$ cat config.mk
export PLATFORM = sky130hd
export DESIGN_NAME = sdram_cmd_monitor
export DESIGN_NICKNAME = d
export VERILOG_FILES = /design/src/rtl/sdram_mon_pkg.sv /design/src/rtl/sdram_cmd_decode.sv /design/src/rtl/sdram_bank_fsm.sv /design/src/rtl/sdram_cmd_monitor.sv
export SDC_FILE = /design/constraint.sdc
export NUM_CORES = 1
export LEC_CHECK = 0
export BUFFER_PORTS_ARGS = -buffer_cell sky130_fd_sc_hd__buf_2
export CORE_ASPECT_RATIO = 1.4
export CORE_MARGIN = 10
export CORE_UTILIZATION = 44
export DETAILED_ROUTE_END_ITERATION = 7
export PLACE_DENSITY = 0.75
export RECOVER_POWER = 25
export SLEW_MARGIN = 20
export SYNTH_ARGS = -nofsm -noshare
export SYNTH_HDL_FRONTEND = slang
export SYNTH_SLANG_ARGS = --single-unit
$ cat constraint.sdc
create_clock -name clk -period 3.05 [get_ports clk]
set_input_delay 0.1525 -clock clk [delete_from_list [all_inputs] [get_ports clk]]
set_output_delay 0.1525 -clock clk [all_outputs]
set_load 0.02 [all_outputs]
$ cat src/rtl/sdram_mon_pkg.sv
package sdram_mon_pkg;

    localparam int NUM_BANKS = 4;
    localparam int BANK_W    = $clog2(NUM_BANKS);
    localparam int BLSEL_W   = 2;
    localparam int CNT_W     = (1 << BLSEL_W) + 1 > 8 ? 4 : 4;

    typedef enum logic [3:0] {
        CMD_NOP  = 4'd0,
        CMD_MRS  = 4'd1,
        CMD_REF  = 4'd2,
        CMD_SREF = 4'd3,
        CMD_ACT  = 4'd4,
        CMD_RD   = 4'd5,
        CMD_WR   = 4'd6,
        CMD_BST  = 4'd7,
        CMD_PRE  = 4'd8,
        CMD_PREA = 4'd9
    } cmd_e;

    typedef enum logic [2:0] {
        VIOL_NONE      = 3'd0,
        VIOL_MRS_BUSY  = 3'd1,
        VIOL_REF_BUSY  = 3'd2,
        VIOL_MRS_GAP   = 3'd3,
        VIOL_ACT_TWICE = 3'd4,
        VIOL_IDLE_USE  = 3'd5,
        VIOL_AP_LOCK   = 3'd6
    } viol_e;

    typedef struct packed {
        logic             active;
        logic             ap;
        logic [CNT_W-1:0] cnt;
    } bank_state_t;

    typedef struct packed {
        cmd_e              cmd;
        logic [BANK_W-1:0] bank;
        logic              cke_prev;
        logic              mrs_last;
        logic              viol;
        viol_e             code;
    } mon_state_t;

    function automatic logic [CNT_W-1:0] burst_cycles(input logic [BLSEL_W-1:0] sel);
        return CNT_W'(1) << sel;
    endfunction

endpackage

$ cat src/rtl/sdram_cmd_decode.sv
module sdram_cmd_decode
    import sdram_mon_pkg::*;
(
    input  logic              cke_prev,
    input  logic              cke,
    input  logic              cs_n,
    input  logic              ras_n,
    input  logic              cas_n,
    input  logic              we_n,
    input  logic [1:0]        ba,
    input  logic              a10,
    output cmd_e              cmd,
    output logic [BANK_W-1:0] bank
);

    cmd_e raw;

    always_comb begin
        unique case ({ras_n, cas_n, we_n})
            3'b000:  raw = CMD_MRS;
            3'b001:  raw = CMD_REF;
            3'b011:  raw = CMD_ACT;
            3'b101:  raw = CMD_RD;
            3'b100:  raw = CMD_WR;
            3'b110:  raw = CMD_BST;
            3'b010:  raw = a10 ? CMD_PREA : CMD_PRE;
            default: raw = CMD_NOP;
        endcase
    end

    always_comb begin
        cmd = CMD_NOP;
        if (cke_prev && !cs_n) begin
            if (cke)
                cmd = raw;
            else if (raw == CMD_REF)
                cmd = CMD_SREF;
        end
    end

    // Bank index: BA1 is the low index bit, BA0 the high one.
    assign bank = {ba[0], ba[1]};

endmodule

$ cat src/rtl/sdram_bank_fsm.sv
module sdram_bank_fsm
    import sdram_mon_pkg::*;
(
    input  logic               clk,
    input  logic               rst_n,
    input  cmd_e               cmd,
    input  logic               sel,
    input  logic               ap_req,
    input  logic [BLSEL_W-1:0] bl_sel,
    output logic               active,
    output logic               ap_busy,
    output logic               err_twice,
    output logic               err_idle,
    output logic               err_lock
);

    bank_state_t st_d, st_q;

    always_comb begin
        st_d      = st_q;
        err_twice = 1'b0;
        err_idle  = 1'b0;
        err_lock  = 1'b0;
        if (st_q.ap) begin
            if (st_q.cnt == CNT_W'(1))
                st_d = '0;
            else
                st_d.cnt = st_q.cnt - CNT_W'(1);
        end
        unique case (cmd)
            CMD_ACT: if (sel) begin
                if (st_q.active) err_twice = 1'b1;
                else             st_d.active = 1'b1;
            end
            CMD_RD, CMD_WR: if (sel) begin
                if (!st_q.active)  err_idle = 1'b1;
                else if (st_q.ap)  err_lock = 1'b1;
                else if (ap_req) begin
                    st_d.ap  = 1'b1;
                    st_d.cnt = burst_cycles(bl_sel);
                end
            end
            CMD_BST: if (sel && !st_q.active) err_idle = 1'b1;
            CMD_PRE: if (sel) st_d = '0;
            CMD_PREA: st_d = '0;
            default: ;
        endcase
    end

    always_ff @(posedge clk) begin
        if (!rst_n) st_q <= '0;
        else        st_q <= st_d;
    end

    assign active  = st_q.active;
    assign ap_busy = st_q.ap;

    p_act_opens_r4: assert property (@(posedge clk) disable iff (!rst_n)
        (cmd == CMD_ACT && sel && !active) |=> active);

    p_prea_closes_r6: assert property (@(posedge clk) disable iff (!rst_n)
        (cmd == CMD_PREA) |=> !active);

    p_ap_needs_open_r10: assert property (@(posedge clk) disable iff (!rst_n)
        ap_busy |-> active);

    p_ap_cnt_range_r11: assert property (@(posedge clk) disable iff (!rst_n)
        ap_busy |-> (st_q.cnt != '0 && st_q.cnt <= CNT_W'(8)));

endmodule

$ cat src/rtl/sdram_cmd_monitor.sv
module sdram_cmd_monitor
    import sdram_mon_pkg::*;
(
    input  logic        clk,
    input  logic        rst_n,
    input  logic        cke_i,
    input  logic        cs_n_i,
    input  logic        ras_n_i,
    input  logic        cas_n_i,
    input  logic        we_n_i,
    input  logic [1:0]  ba_i,
    input  logic        a10_i,
    input  logic [1:0]  burst_len_i,
    output logic [3:0]  cmd_o,
    output logic [1:0]  bank_o,
    output logic [3:0]  bank_active_o,
    output logic [3:0]  ap_busy_o,
    output logic        viol_o,
    output logic [2:0]  viol_code_o
);

    mon_state_t            st_d, st_q;
    cmd_e                  dec_cmd;
    logic [BANK_W-1:0]     dec_bank;
    logic [NUM_BANKS-1:0]  act_v, ap_v, e_twice, e_idle, e_lock;
    viol_e                 cur_code;

    sdram_cmd_decode u_dec (
        .cke_prev (st_q.cke_prev),
        .cke      (cke_i),
        .cs_n     (cs_n_i),
        .ras_n    (ras_n_i),
        .cas_n    (cas_n_i),
        .we_n     (we_n_i),
        .ba       (ba_i),
        .a10      (a10_i),
        .cmd      (dec_cmd),
        .bank     (dec_bank)
    );

    for (genvar b = 0; b < NUM_BANKS; b++) begin : g_bank
        sdram_bank_fsm u_bank (
            .clk       (clk),
            .rst_n     (rst_n),
            .cmd       (dec_cmd),
            .sel       (dec_bank == BANK_W'(b)),
            .ap_req    (a10_i),
            .bl_sel    (burst_len_i),
            .active    (act_v[b]),
            .ap_busy   (ap_v[b]),
            .err_twice (e_twice[b]),
            .err_idle  (e_idle[b]),
            .err_lock  (e_lock[b])
        );
    end

    always_comb begin
        cur_code = VIOL_NONE;
        if (st_q.mrs_last && dec_cmd != CMD_NOP)
            cur_code = VIOL_MRS_GAP;
        else if (dec_cmd == CMD_MRS && |act_v)
            cur_code = VIOL_MRS_BUSY;
        else if ((dec_cmd == CMD_REF || dec_cmd == CMD_SREF) && |act_v)
            cur_code = VIOL_REF_BUSY;
        else if (|e_twice)
            cur_code = VIOL_ACT_TWICE;
        else if (|e_idle)
            cur_code = VIOL_IDLE_USE;
        else if (|e_lock)
            cur_code = VIOL_AP_LOCK;

        st_d          = st_q;
        st_d.cmd      = dec_cmd;
        st_d.bank     = dec_bank;
        st_d.cke_prev = cke_i;
        st_d.mrs_last = (dec_cmd == CMD_MRS);
        if (!st_q.viol && cur_code != VIOL_NONE) begin
            st_d.viol = 1'b1;
            st_d.code = cur_code;
        end
    end

    always_ff @(posedge clk) begin
        if (!rst_n) begin
            st_q          <= '0;
            st_q.cmd      <= CMD_NOP;
            st_q.code     <= VIOL_NONE;
            st_q.cke_prev <= 1'b1;
        end else begin
            st_q <= st_d;
        end
    end

    assign cmd_o         = st_q.cmd;
    assign bank_o        = st_q.bank;
    assign bank_active_o = act_v;
    assign ap_busy_o     = ap_v;
    assign viol_o        = st_q.viol;
    assign viol_code_o   = st_q.code;

    p_sticky_r12: assert property (@(posedge clk) disable iff (!rst_n)
        viol_o |=> (viol_o && $stable(viol_code_o)));

    p_code_set_r12: assert property (@(posedge clk) disable iff (!rst_n)
        viol_o |-> (viol_code_o != 3'd0));

    p_mrs_busy_r7: assert property (@(posedge clk) disable iff (!rst_n)
        (dec_cmd == CMD_MRS && |bank_active_o) |=> viol_o);

    p_mrs_gap_r9: assert property (@(posedge clk) disable iff (!rst_n)
        (cmd_o == 4'd1 && dec_cmd != CMD_NOP) |=> viol_o);

    p_ref_busy_r8: assert property (@(posedge clk) disable iff (!rst_n)
        ((dec_cmd == CMD_REF || dec_cmd == CMD_SREF) && |bank_active_o) |=> viol_o);

endmodule

# Word level (Yosys, flattened, before mapping)
# Cells that the tools add are included.
[word_totals] mem_bits_rw=0 latchBits=0 reg_bits=36 n_memories=0 rom_bits=0
[classes] n_shift=1 add_sub_neg=4 n_eq_ne=23 bitwise_logic=0 magnitude_cmp=0 n_reduce_logical=25 multipliers=0 mux=103 div=0
[op_table] cell="5-bit 2-to-1 mux" n=16
[op_table] cell="5-bit one-hot mux with 3 select lines" n=4
[op_table] cell="1-bit 2-to-1 mux" n=49
[op_table] cell="6-bit 2-to-1 mux" n=8
[op_table] cell="4-bit one-hot mux with 7 select lines" n=1
[op_table] cell="4-bit 2-to-1 mux" n=6
[op_table] cell="4-bit by 1-bit equality test with 1-bit output, second input constant" n=5
[op_table] cell="3-bit 2-to-1 mux" n=6
[op_table] cell="4-bit by 3-bit equality test with 1-bit output, second input constant" n=4
[op_table] cell="4-bit OR reduction" n=4
[op_table] cell="4-bit by 1-bit subtractor with 4-bit output, second input constant" n=4
[op_table] cell="4-bit by 2-bit equality test with 1-bit output, second input constant" n=3
[op_table] cell="1-bit one-hot mux with 3 select lines" n=4
[op_table] cell="2-bit 2-to-1 mux" n=5
[op_table] cell="3-bit equality test, second input constant" n=3
[op_table] cell="1-bit logical AND" n=9
[op_table] cell="4-bit equality test, second input constant" n=2
[op_table] cell="1-bit one-hot mux with 2 select lines" n=4
[op_table] cell="3-bit by 2-bit equality test with 1-bit output, second input constant" n=2
[op_table] cell="1-bit logical NOT" n=6
[op_table] cell="2-bit equality test, second input constant" n=2
[op_table] cell="4-bit nonzero test" n=1
[op_table] cell="1-bit by 2-bit << shifter with 4-bit output, first input constant" n=1
[op_table] cell="3-bit by 1-bit equality test with 1-bit output, second input constant" n=1
[op_table] cell="other kinds (6)" n=6

# Depth between registers and ports, before layout
[logic_depth] word_depth=18 mapped_depth=7 depth_no_buf=7

# Hierarchy
# From an unflattened synthesis, not the netlist that was laid out.
[hier_totals] hier_cells=299 area_unflattened_um2=2565.0
[by_module_without_submodules] mod="sdram_bank_fsm at g_bank[1].u_bank ..." cells_per_inst=56 instances=2 area_each_um2=484.2
[by_module_without_submodules] mod="sdram_cmd_monitor" cells_per_inst=62 instances=1 area_each_um2=595.6
[by_module_without_submodules] mod="sdram_bank_fsm at g_bank[3].u_bank" cells_per_inst=55 instances=1 area_each_um2=474.2
[by_module_without_submodules] mod="sdram_bank_fsm at g_bank[0].u_bank" cells_per_inst=51 instances=1 area_each_um2=414.1
[by_module_without_submodules] mod="sdram_cmd_decode" cells_per_inst=19 instances=1 area_each_um2=112.6

# Worst setup path before layout
# No wires, ideal clock.
[synth_timing] kind="reg2reg" from="reg g_bank[1].u_bank.st_q (netlist bit g_bank[1].u_bank.active)" to="reg st_q (netlist bit viol_code_o[1])" path_buffers=0 setup_time_ns=0.091 stages_incl_launch_ff=6 synth_period_minus_slack_ns=1.588 required_time_ns=2.959 setup_slack_ns=1.462 arrival_time_ns=1.497 cell_sequence="dfxtp_1 > or4_1 > and2_1 > a22oi_1 > nand2_1 > a311oi_1"
[synth_via] elab_chain_len=12 word_cells_on_any_way=26 cone_classes="mux: 16; reduce/logical: 10"
[synth_lines] element="from (decl)" line_no="sdram_bank_fsm.sv:17" rtl="bank_state_t st_d, st_q;"
[synth_lines] element="from (signal assigned)" line_no="sdram_bank_fsm.sv:52" rtl="else st_q <= st_d;"
[synth_lines] element="1-bit 2-to-1 mux or 1-bit logical NOT (tied branches)"
[synth_lines] element="1-bit 2-to-1 mux or 1-bit logical AND (tied branches)" line_no="sdram_bank_fsm.sv:35, sdram_bank_fsm.sv:43"
[synth_lines] element="1-bit 2-to-1 mux, on equally long branches" line_no="sdram_bank_fsm.sv:30, sdram_bank_fsm.sv:43"
[synth_lines] element="4-bit OR reduction or 1-bit one-hot mux with 2 select lines (tied branches)" line_no="sdram_cmd_monitor.sv:69, sdram_bank_fsm.sv:30"
[synth_lines] element="3-bit 2-to-1 mux or 4-bit OR reduction (tied branches)" line_no="sdram_cmd_monitor.sv:69, sdram_cmd_monitor.sv:67"
[synth_lines] element="3-bit 2-to-1 mux" line_no="sdram_cmd_monitor.sv:67" rtl="else if (|e_idle)"
[synth_lines] element="3-bit 2-to-1 mux" line_no="sdram_cmd_monitor.sv:65" rtl="else if (|e_twice)"
[synth_lines] element="3-bit 2-to-1 mux" line_no="sdram_cmd_monitor.sv:63" rtl="else if ((dec_cmd == CMD_REF || dec_cmd == CMD_SREF) && |act_v)"
[synth_lines] element="3-bit 2-to-1 mux (*)" line_no="sdram_cmd_monitor.sv:61" rtl="else if (dec_cmd == CMD_MRS && |act_v)"
[synth_lines] element="3-bit 2-to-1 mux (*)" line_no="sdram_cmd_monitor.sv:59" rtl="if (st_q.mrs_last && dec_cmd != CMD_NOP)"
[synth_lines] element="3-bit nonzero test" line_no="sdram_cmd_monitor.sv:77" rtl="if (!st_q.viol && cur_code != VIOL_NONE) begin"
[synth_lines] element="1-bit logical AND" line_no="sdram_cmd_monitor.sv:77"
[synth_lines] element="to (signal assigned)" line_no="sdram_cmd_monitor.sv:90" rtl="st_q <= st_d;"
[synth_lines] element="to (decl)" line_no="sdram_cmd_monitor.sv:22" rtl="mon_state_t st_d, st_q;"
# Every way passes the cells marked *; elsewhere a longest branch is shown, timed or not.
# A chain may end at the register's enable or synchronous reset.

==> summary.txt <==
Layout
  • Nets@finish: 303
  • Most frequent cells in the layout: dfxtp_1, buf_2, nand2_1
  • Commonest non-fill, non-tap cell in the layout: dfxtp_1
  • Share of layout cells above drive strength 1: 0.183
  • P&R area growth vs syn: 6.18%
  • Antenna diode instance count: 0

Clock network
  • Skew-Pair Late Insertion Delay: a little under 0.3 ns
  • CTS H-tree depth: 2
  • Resize count post-CTS: 0
  • CTS tree: built
  • Maximum clock path buffer count: 2
  • Post-CTS setup repair buffer count: 0
  • Hold_buf cts: 0
  • Clock Sink Count: 36
  • Inserted Clock Buffers: 5
  • Clk pin slew, worst setup/hold paths: around 0.080 ns
  • Root buf cell: clkbuf_8

Yosys
  • EDFF count, synth: 0
  • Syn avg cell area: 8.52 um^2
  • Post-synth ARST share: 0
  • #FFs+latches synth: 36
  • Number of synthesis warnings: 0
  • Syn Std Cell Area: between 2000 and 2500 um^2
  • Predominant post-synthesis flop cell: dfxtp_1
  • Post-Syn Nets: between 200 and 300
  • Sequential fraction of the synthesis area: 0.310
  • Cell count after synthesis: 273
  • Yosys cell types: 62

STA
  • Final setup TNS: 0 ns
  • RSZ-0062 raised after global routing: no
  • Worst Max-Slew Pin Slew: 0.933 ns
  • Max Fclk: 545 MHz
  • Setup violators final: 0
  • Max Clock Skew: around 0.0075 ns
  • Worst setup margin: 1.22 ns
  • Hold Violations, Final: 0
  • Period utilization: 0.601
  • Min Tclk post-route: ~1.8 ns
  • Rel. slew slack: 0.378
  • Final slew viol count: 0

Global routing
  • Total gr overflow: 0
  • Global-route wire length before repair: 9220 um
  • Initial antenna violation count: 0
  • Number of global-route vias before repair: roughly 2100
  • Tot GR Track Use: 0.132
  • Pin count of the biggest net entering global routing: 17

Power and ir drop
  • Lkg Pwr: between 0.9 and 1 nW
  • PwrDens: 407 nW/um^2
  • Maximum VDD drop: 178 uV

Detailed routing
  • 1st-pass router iterations: 4
  • DRT iter0 DRCs: 135
  • Vias per inst: 5.74
  • Via count: 2010
  • Final ANT Viol Nets: 0
  • Drc violations: 0
  • DR WL/cell: 15.3 um
  • Final WL: 5340 um

Floorplanning
  • # IOs: 30
  • Die Ht: 106 um
  • FP Rows: 31
  • Core area: 5160 um^2
  • Chip Width: 81.5 um
  • Starting density of the core: 0.451
  • Die area: around 8600 um^2

Place
  • Post-place setup slack: 1.30 ns
  • Gpl congestion: 0.837
  • IO buf count: 29
  • DPL Wire Length: between 4000 and 5000 um

Setup path
  • Worst-path fanout max: 16
  • Launching element type of the critical path: input pin
  • Worst EP required: 3.26 ns
  • CP Capture Type: flip-flop
  • Critical path class: in2reg
  • Crit path DAT: slightly above 2 ns

Job
  • Max-cap violation count: 0

Worst hold path
  • Worst hold-check path type: in2reg

Run status
  • Outcome: complete, no violations
## metal layers
layer	wire, um	GRT usage	vias to the layer above
met5	0	0	-
met1	2080	0.139	957
met2	2830	0.231	46
met3	320	0.0346	10
met4	115	0.0670	0
li1	-	-	997
## critical path: stages
cell and delay, ns:
clkbuf_1 0.67, inv_1 0.51, or3_1 0.52, o22ai_1 0.18
## Yosys cell counts (5+ instances only)
cell type,count,area share
a21oi_1,15,0.032
and2_1,5,0.013
buf_4,17,0.055
dfxtp_1,36,0.31
ha_1,8,0.043
inv_1,11,0.018
nand2_1,19,0.031
nand2b_1,8,0.022
nand3_1,16,0.034
nor2_1,17,0.027
nor2b_1,7,0.019
nor3_1,9,0.019
o21ai_0,10,0.022
o22ai_1,12,0.032
## where the power goes
part	internal (mW)	switching (mW)	leakage, nW
sequential	0.476	0.00319	0.291
combinational	0.0362	0.0678	0.558
clock	0.242	0.180	0.0541
total	0.754	0.251	0.904
## state kept, by name, summed over array words and instances (netlist names)
register	count
cmd_o	4
g_bank.u_bank.active	4
st_q	2
viol_code_o	3
viol_o	1
bank_o	2
g_bank.u_bank.st_q	16
g_bank.u_bank.ap_busy	4
## cell type report
cell class	count	area, um^2
fill	492	2690
multi-input combinational	199	1370
sequential	36	721
timing repair buffer	30	141
tap	66	82.6
clock buffer	5	68.8
clock inverter	3	42.5
inverter	11	41.3
## logic make-up (layout without fill, tap and decap cells)
kind of cell               after synthesis  after routing  share of synthesized area
DFF                                     36             36                      0.310
and+or+nand+nor                        102            102                      0.241
xor gates and xnor gates                 2              2                    0.00753
muxes                                    6              6                     0.0333
adders and majority gates                8              8                     0.0430
buffers and inverters                   38             49                      0.100
AOI/OAI and AO/OA                       81             81                      0.265
## path summary, 6_finish.rpt
| path | start | to | slack [ns] | depth (start not counted) |
|---|---|---|---|---|
| hold reg to reg | viol_code_o[0] | viol_code_o[0] | 0.54 | 2 |
| hold / removal | burst_len_i[0] | g_bank[2].u_bank.st_q[3] | 0.17 | 3 |
| setup reg to reg | g_bank[1].u_bank.active | viol_code_o[1] | 1.25 | 5 |
| setup / recovery | rst_n | g_bank[0].u_bank.st_q[0] | 1.22 | 4 |
## per-stage QoR
stage	std cells	cell area, um^2	hold WS, ns	utilization	power [mW]
after floorplan	273	2330	0.290	-	0.572
final	350	2470	0.169	0.479	1.00
after global placement	342	2370	0.485	0.460	0.594
after detailed placement	342	2370	0.476	0.460	0.595
after CTS	350	2480	0.166	0.481	1.02
after global routing	350	2470	0.195	0.479	1.05
Power figures use the tool's default switching activity.
